--- config.mk ---
export PLATFORM = sky130hd
export DESIGN_NAME = sfmt_conv
export DESIGN_NICKNAME = d
export VERILOG_FILES = /design/src/rtl/sfmt_conv.sv
export SDC_FILE = /design/constraint.sdc
export NUM_CORES = 1
export LEC_CHECK = 0
export BUFFER_PORTS_ARGS = -buffer_cell sky130_fd_sc_hd__buf_2
export CORE_UTILIZATION = 56
export CTS_CLUSTER_SIZE = 28
export DETAILED_ROUTE_END_ITERATION = 8
export PLACE_DENSITY = 0.84
export REMOVE_ABC_BUFFERS = 1
export SETUP_SLACK_MARGIN = 0.05
export SLEW_MARGIN = 20
export SYNTH_ARGS = -nofsm -noshare
export SYNTH_HDL_FRONTEND = slang
export SYNTH_SLANG_ARGS = --single-unit
--- constraint.sdc ---
create_clock -name clk -period 7.2 [get_ports clk]
set_clock_uncertainty 0.15 [all_clocks]
set_input_delay 1.44 -clock clk [delete_from_list [all_inputs] [get_ports clk]]
set_output_delay 1.44 -clock clk [all_outputs]
set_load 0.03 [all_outputs]
--- src/rtl/sfmt_conv.sv ---
module sfmt_conv #(
  parameter int WIDTH = 7
) (
  input  logic             clk,
  input  logic             rst,
  input  logic             in_valid,
  input  logic [WIDTH-1:0] in_data,
  input  logic [1:0]       src_fmt,
  input  logic [1:0]       dst_fmt,
  output logic             out_valid,
  output logic [WIDTH-1:0] out_data,
  output logic             out_unrep,
  output logic             out_negzero
);

  localparam logic [1:0] FMT_SM = 2'd0;
  localparam logic [1:0] FMT_OC = 2'd1;

  logic             neg_bit;
  logic [WIDTH-1:0] mag;
  logic             is_negzero;
  logic             neg_val;
  logic             cant_hold;
  logic [WIDTH-1:0] enc;

  assign neg_bit = in_data[WIDTH-1];

  always_comb begin
    case (src_fmt)
      FMT_SM:  mag = {1'b0, in_data[WIDTH-2:0]};
      FMT_OC:  mag = neg_bit ? {1'b0, ~in_data[WIDTH-2:0]} : in_data;
      default: mag = neg_bit ? (~in_data + 1'b1) : in_data;
    endcase
  end

  assign is_negzero = neg_bit && (mag == '0);
  assign neg_val    = neg_bit && (mag != '0);
  assign cant_hold  = mag[WIDTH-1] && (dst_fmt == FMT_SM || dst_fmt == FMT_OC);

  always_comb begin
    if (!neg_val || cant_hold)
      enc = neg_val ? '0 : mag;
    else begin
      case (dst_fmt)
        FMT_SM:  enc = {1'b1, mag[WIDTH-2:0]};
        FMT_OC:  enc = ~mag;
        default: enc = ~mag + 1'b1;
      endcase
    end
  end

  always_ff @(posedge clk) begin
    if (rst) begin
      out_valid   <= 1'b0;
      out_data    <= '0;
      out_unrep   <= 1'b0;
      out_negzero <= 1'b0;
    end else begin
      out_valid <= in_valid;
      if (in_valid) begin
        out_data    <= enc;
        out_unrep   <= cant_hold;
        out_negzero <= is_negzero;
      end
    end
  end

  AST_VALID_FOLLOWS: assert property (@(posedge clk) disable iff (rst) in_valid |=> out_valid);
  AST_VALID_DROPS: assert property (@(posedge clk) disable iff (rst) !in_valid |=> !out_valid);
  AST_POS_PASSES: assert property (@(posedge clk) disable iff (rst) (in_valid && !in_data[WIDTH-1]) |=> (out_data == $past(in_data) && !out_unrep && !out_negzero));
  AST_NEGZERO_CLEAN: assert property (@(posedge clk) disable iff (rst) out_negzero |-> (out_data == '0 && !out_unrep));
  AST_UNREP_CLEAN: assert property (@(posedge clk) disable iff (rst) out_unrep |-> (out_data == '0));
  AST_HOLD_IDLE: assert property (@(posedge clk) disable iff (rst) !in_valid |=> ($stable(out_data) && $stable(out_unrep) && $stable(out_negzero)));
  AST_RESET_CLEAR: assert property (@(posedge clk) rst |=> (!out_valid && out_data == '0 && !out_unrep && !out_negzero));

endmodule

* After elaboration in Yosys (flattened, before gate mapping) *
Index checks and enable logic that the tools add are counted.

storage, ports and cells
  flip-flop bits (word level) = 10
  output and inout port bits = 10

operators by class
  add/sub/neg operators = 2
  eq/ne operators = 2
  multiplexer cells = 6
  bitwise logic cells = 3
  reduce and logical (&&, ||, !) cells = 10

operators by type and width
  operator                                             number
  case mux 7 bit (2 select lines)                      2
  two-way mux 7 bit                                    3
  adder 7 x 1 -> 7 bit, second input constant          2
  NOT 7 bit                                            2
  logical NOT 7 bit                                    1
  nonzero test 7 bit                                   1
  two-way mux 6 bit                                    1
  NOT 6 bit                                            1
  equality test 2 x 1 -> 1 bit, second input constant  2
  logical NOT 2 bit                                    2
  logical AND 1 bit                                    3
  logical OR 1 bit                                     2
  logical NOT 1 bit                                    1

* Longest topological paths before layout *
Gate-level depths: netlist of run 1.

  word-level depth = 9
  depth in mapped cells = 11

* Least setup slack after synthesis of run 1 *
No wires, ideal clock.

  kind = input port to flip-flop
  start = input port in_data[0]
  end = register out_data[4]
  arrival = 3.515 ns
  path slack = 3.409 ns
  stages on the path = 11
  buffers on the path = 0
  path through = inv_1 > ha_1 > and3_1 > a211oi_1 > ha_1 > and2b_1 > o21ai_0 > a32oi_2 > a31oi_1 > a41oi_1 > o21ai_0

on the way
  longest elaborated chain between the ends = 9
  elaborated cells on any way between the ends = 16
  classes of those cells = add/sub: 2; mux: 6; bitwise: 3; reduce/logical: 5

ends and longest elaborated chain
  item                                                          line  RTL
  start, declared                                               7     input logic [WIDTH-1:0] in_data,
  NOT 7 bit                                                     32    default: mag = neg_bit ? (~in_data + 1'b1) : in_data;
  adder 7 x 1 -> 7 bit                                          32
  two-way mux 7 bit                                             32
  case mux 7 bit (2 select lines) *                             29    case (src_fmt)
  branches (longest 4 deep; another with adder 7 x 1 -> 7 bit)  --
  two-way mux 7 bit *                                           41    if (!neg_val || cant_hold)
  end signal, assigned                                          61    out_data <= enc;
  end, declared                                                 11    output logic [WIDTH-1:0] out_data,

Every way passes the cells marked *.
A chain may end at the register's enable or synchronous reset.

* Worst setup path in the final report of run 1 *
Same ends and word-level chain as after synthesis.

==> results of run 1 <==
## area by class of cell
type	count	area [um^2]
well taps	16	20.02
multi-input cells	97	689.4
repair buffers	23	115.1
fillers	141	464.2
flip-flops and latches	10	200.2
inverters	8	30.03
clock buffers	3	22.52
## metal layers
metal  up-vias  GRT usage  part of all wire
li1        502          -                 -
met1       470     0.3505              0.45
met2        42     0.4537              0.48
met3         3    0.07660             0.057
met4         0    0.07879            0.0082
met5         -          0                 0
## worst min-delay path, delay by kind of cell (launching register included)
kind / cells / cell delay [ns]
DFF: 1 / 0.31
AOI/OAI and AO/OA: 2 / 0.15
## path summary, 6_finish.rpt
path	endpoint	slack [ns]	cells after the start
worst max-delay path	out_data[4]	3.17	12
worst min-delay path	out_data[0]	0.35	2
worst max register to register	out_data[4]	6.14	4
worst min register to register	out_data[0]	0.35	2
## placed cells by master, fill, tap and decap left out, types with 3 or more instances in the layout
cell       n
dfxtp_1   10
o21ai_0    5
clkbuf_4   3
nor2_1    10
buf_2     23
nand2b_1   4
a31oi_1    5
inv_1      8
nor2b_1    3
nand2_1    5
a21oi_1    6
o211ai_1   3
a41oi_1    3
and3_1     3
a211oi_1   3
xnor2_1    5
## logic make-up after synthesis
logic type	after synthesis	synth area share
adders and majority gates	2	0.02642
DFF	10	0.2114
and+or+nand+nor	46	0.2972
buffers and inverters	14	0.06077
xor gates and xnor gates	6	0.05548
AOI/OAI and AO/OA	42	0.3382
muxes	1	0.01057
## power groups by stage
stage          sequential [W]  combinational [W]  clock (W)
2_1_floorplan       0.0000693          0.0000307          0
3_3_place_gp        0.0000617          0.0000567          0
3_5_place_dp        0.0000619          0.0000578          0
4_1_cts             0.0000607          0.0000580  0.0000385
5_1_grt             0.0000611          0.0000645  0.0000415
6_report            0.0000606          0.0000585  0.0000376
## metrics by stage
step / utilization / instance area, um^2 / instances / hold slack (ns) / power (W)
after global placement: 0.6843 / 1055 / 154 / 0.3074 / 0.0001184
after global routing: 0.6989 / 1077 / 157 / 0.3901 / 0.0001671
after detailed placement: 0.6843 / 1055 / 154 / 0.3324 / 0.0001197
after floorplan: - / 919.6 / 115 / 0.4365 / 0.0001001
final: 0.6989 / 1077 / 157 / 0.3547 / 0.0001568
after CTS: 0.6989 / 1077 / 157 / 0.3594 / 0.0001573
## flip-flops by register name, indices dropped and copies added (netlist names)
name / flops
out_data: 7
out_negzero: 1
out_unrep: 1
out_valid: 1
==> reports/qor.yml, run 1 <==
grt:
  grt_antenna_before_repair: 0
  groute.usage.overall: 0.2767
  grt_overflow: 0
  grt_pass1_wl_um: 3988
  grt_max_degree: 20
  grt_pass1_vias: 933
critical_path:
  crit_chain: "buf_2, inv_1, ha_1, and3_1, a211oi_1, ha_1, and2b_1, o21ai_0, a32oi_2, a31oi_1, a41oi_1, o21ai_0"
  critPathMaxFanout: 7
  reg2reg_from: "out_data[4]"
  max_stage_delay_ns: 0.47
  crit_arrival_ns: 4.02
  critPathSlowestCell: "a211oi_1"
  path_delay_family: "compound AO/OA/AOI/OAI gates"
  setup.worst_path.start_class: "input port"
  critPathBufInv: 2
  path_class: "input port to flop"
  startpoint: "in_data[0]"
  cp-end-kind: "flop"
  worst-endpoint-required_ns: 7.19
place:
  dp_slack_ns: 2.954
  post-dp-hpwl_um: 1768
  numPortBuffers: 23
  gp_congestion: 0.9165
route:
  vias: 1017
  drt_iter0_drc: 24
  firstDrtPassIters: 4
  viasPerCell: 6.478
  drc: 0
  routedWlPerCell_um: 14.82
  routed_wl_um: 2326
  detail-route-antenna-nets: 0
sta:
  timing.slew.headroom: 0.6175
  setup_slack_ns: 3.167
  slew_viol_final: 0
  max_freq_mhz: 247.9
  setup_viol: 0
  rsz0062_at_grt: "no"
  setup_tns_ns: 0
  tightestPinTransition_ns: 0.5658
  fin_crit_ns: 4.033
  period_share: 0.5602
  hold_violations: 0
floorplan:
  core_area_um2: 1541
  die_h_um: 43.13
  row_count: 14
  initial_utilization: 0.6144
  fp.dieArea_um2: 1860
  die_x_um: 43.13
  boundaryPins: 24
finish:
  layout-drive-gt1-share: 0.2340
  layout.nets: 159
  area_growth_pct: 13.74
  n_antenna_cell: 0
run:
  max-cap-violations: 0
synthesis:
  synth_cell_types: 51
  syn_area_per_cell_um2: 7.828
  syn_inst: 121
  synth-seq-cells: 10
  yosys.area.top_type_share: 0.2114
  async_reset_ff_frac: 0
  synth_area_leaders: "dfxtp_1 21%, xnor2_1 4.6%, nor2_1 4.0%"
  synth_common_cells: "10 x dfxtp_1, 10 x nor2_1, 8 x inv_1, 6 x a21oi_1"
  syn_area_um2: 947.2
  synth_flop_cell: "dfxtp_1"
  yosysWarnings: 0
  synth_edf_count: 0
  ys_seq_area_frac: 0.2114
  yosysTopAreaCell: "dfxtp_1"
power_and_ir_drop:
  peakVddDrop_mv: 0.1340
  pwr-share-seq: 0.387
  p_per_area_nw_per_um2: 145.6
  leakage_nw: 0.4588
  intPower_w: 0.00009995
  power_switching_w: 0.00005685
  pwr-share-comb: 0.373
  switching_share: 0.3626
  clock_power_share: 0.240
hold_path:
  min_from: "out_data[0]"
  hold_class: "flop to flop"
clocking:
  cts_buffers: 3
  cts_tree: "done"
  holdBufCountCts: 0
  cts_htree_levels: 1
  cts.sinks: 10
  clockBufferDepth: 2
  clk_pin_slew_ns: 0.07
  insertion_delay_ns: 0.26
  root_buffer: "clkbuf_4"
  cts_resized: 0
  post_cts_buffers: 0
outcome:
  outcome: "finished, final reports clean"
No activity file was read; power rests on OpenSTA's default activity.
==> run 2, diff against run 1 <==
--- a/config.mk
+++ b/config.mk
@@ -6,10 +6,10 @@
 export NUM_CORES = 1
 export LEC_CHECK = 0
 export BUFFER_PORTS_ARGS = -buffer_cell sky130_fd_sc_hd__buf_2
-export CORE_UTILIZATION = 56
+export CORE_UTILIZATION = 52
 export CTS_CLUSTER_SIZE = 28
 export DETAILED_ROUTE_END_ITERATION = 8
-export PLACE_DENSITY = 0.84
+export PLACE_DENSITY = 0.78
 export REMOVE_ABC_BUFFERS = 1
 export SETUP_SLACK_MARGIN = 0.05
 export SLEW_MARGIN = 20
==> constraint.sdc (replaced) <==
create_clock -name clk -period 3.9 [get_ports clk]
set_clock_uncertainty 0.15 [all_clocks]
set_input_delay 0.78 -clock clk [delete_from_list [all_inputs] [get_ports clk]]
set_output_delay 0.78 -clock clk [all_outputs]
set_load 0.03 [all_outputs]
==> run 2 against run 1 <==
Cell area is 2.3% higher. Critical path type unchanged. Flip-flop and latch count unchanged. Largest power group unchanged. Power increased by 99%. Critical endpoint unchanged.
==> reports/qor.yml, run 2 (synthesis results as in run 1) <==
critical_path:
  setup.worst_path.start_class: "input port"
  reg2reg_from: "out_data[4]"
  critPathMaxFanout: 7  # unchanged
  worst_r2r_endpoint: "out_data[4]"
  path_class: "input port to flop"
  r2r_slack_ns: 2.85  # -3.29 ns
  cp-end-kind: "flop"
  reg2regPathDepth: 4  # unchanged
  worst-endpoint-required_ns: 3.90  # -3.29 ns
  crit_arrival_ns: 3.31  # -0.71 ns
clocking:
  clockBufferDepth: 2  # unchanged
  cts_resized: 0  # unchanged
  insertion_delay_ns: 0.26  # about the same
  cts.sinks: 10  # unchanged
  holdBufCountCts: 0  # unchanged
  cts_buffers: 3  # unchanged
  root_buffer: "clkbuf_4"
  cts_htree_levels: 1  # unchanged
  post_cts_buffers: 0  # unchanged
  cts_tree: "done"
  clk_pin_slew_ns: 0.07  # about the same
power_and_ir_drop:
  peakVddDrop_mv: 0.1078  # -20%
  total_power_w: 0.0003115  # +99%
  leakage_nw: 0.4660  # +1.6%
  p_per_area_nw_per_um2: 282.6  # +94%
finish:
  largest_reg_flops: 7  # unchanged
  stdcell_count: 167  # +6.4%
  regMostFlops: "out_data"
  layout_common_cells: "23 x buf_2, 10 x nor2_1, 10 x dfxtp_1"
  multiInputGateArea_um2: 689.4  # unchanged
  layout-drive-gt1-share: 0.2394  # +0.005394
  area_growth_pct: 16.38
  mostFrequentLayoutCell: "buf_2"
  n_antenna_cell: 0  # unchanged
  nFillCells: 163  # +16%
  layout.nets: 159  # unchanged
  layout.area.seq_um2: 200.2  # unchanged
sta:
  setup_tns_ns: 0  # unchanged
  tightestPinTransition_ns: 0.6509  # +0.08514 ns
  fin_crit_ns: 3.318
  timing.slew.headroom: 0.5599  # -0.05756
  setup_slack_ns: 0.5817  # -2.585 ns
  fin_hold_ws_ns: 0.3220  # -0.03261 ns
  max_freq_mhz: 301.4
  slew_viol_final: 0  # unchanged
  period_share: 0.8508
  setup_viol: 0  # unchanged
  hold_violations: 0  # unchanged
  rsz0062_at_grt: "no"
place:
  dp_slack_ns: 0.3072  # -2.647 ns
  post-dp-hpwl_um: 1655  # -6.4%
  numPlacedInstances: 163  # +5.8%
  numPortBuffers: 23  # unchanged
  gp_congestion: 0.8913  # -2.7%
floorplan:
  row_count: 15  # +1
  die_h_um: 44.68  # +3.6%
  initial_utilization: 0.5546  # -0.05987
  core_area_um2: 1708  # +11%
  die_x_um: 44.68  # +3.6%
  fp.dieArea_um2: 1996  # +7.3%
  boundaryPins: 24  # unchanged
grt:
  grt_antenna_before_repair: 0  # unchanged
  groute.usage.overall: 0.2454  # -0.03128
  grt_pass1_vias: 850  # -8.9%
  grt_pass1_wl_um: 3684  # -7.6%
  grt_max_degree: 20  # unchanged
  grt_overflow: 0  # unchanged
route:
  viasPerCell: 5.994  # -7.5%
  routedWlPerCell_um: 13.10  # -12%
  vias: 1001  # -1.6%
  drc: 0  # unchanged
  detail-route-antenna-nets: 0  # unchanged
  routed_wl_um: 2188  # -5.9%
  firstDrtPassIters: 4  # unchanged
  drt_iter0_drc: 33  # +38%
outcome:
  outcome: "finished, final reports clean"
hold_path:
  hold_class: "flop to flop"
  holdPathStages: 2  # unchanged
  min_from: "out_data[6]"
  whs_endpoint: "out_data[6]"
run:
  max-cap-violations: 0  # unchanged
==> run 2: final cells by class <==
class	count	share of cell area
timing repair buffer	23	0.1044
tap	25	0.02838
multi-input combinational	97	0.6254
inverter	8	0.02724
clock buffer	4	0.03292
sequential	10	0.1816
==> run 2: worst max path at each step <==
stage / startpoint / to
after global routing: in_data[0] / out_data[4]
after CTS: in_data[0] / out_data[4]
final: in_data[0] / out_data[4]
after global placement: in_data[0] / out_data[4]
after detailed placement: in_data[0] / out_data[4]
after floorplan: in_data[0] / out_data[4]
==> run 2: layer usage <==
| layer | wire length, um | global-route usage |
|---|---|---|
| met5 | 0 | 0 |
| met4 | 19 | 0.1091 |
| met3 | 84 | 0.01633 |
| met2 | 1062 | 0.4294 |
| met1 | 1022 | 0.3056 |
==> run 2: report_power, final <==
part	internal (W)	switching [W]
sequential	0.000109	0.00000288
clock	0.0000566	0.0000364
combinational	0.0000400	0.0000667
total	0.000206	0.000106
==> run 2: worst max-delay path, cell delays in order <==
cell and delay (ns):
buf_2 0.12, inv_1 0.08, ha_1 0.28, and3_1 0.18
a211oi_1 0.45, ha_1 0.32, and2b_1 0.14, o21ai_0 0.09
a32oi_2 0.26, a31oi_1 0.26, a41oi_1 0.25, o21ai_0 0.10
==> run 2: through the flow <==
step           cell area [um^2]    util
6_report                   1102  0.6454
5_1_grt                    1102  0.6454
4_1_cts                    1102  0.6454
3_5_place_dp               1066  0.6242
3_3_place_gp               1066  0.6242
2_1_floorplan             919.6       -
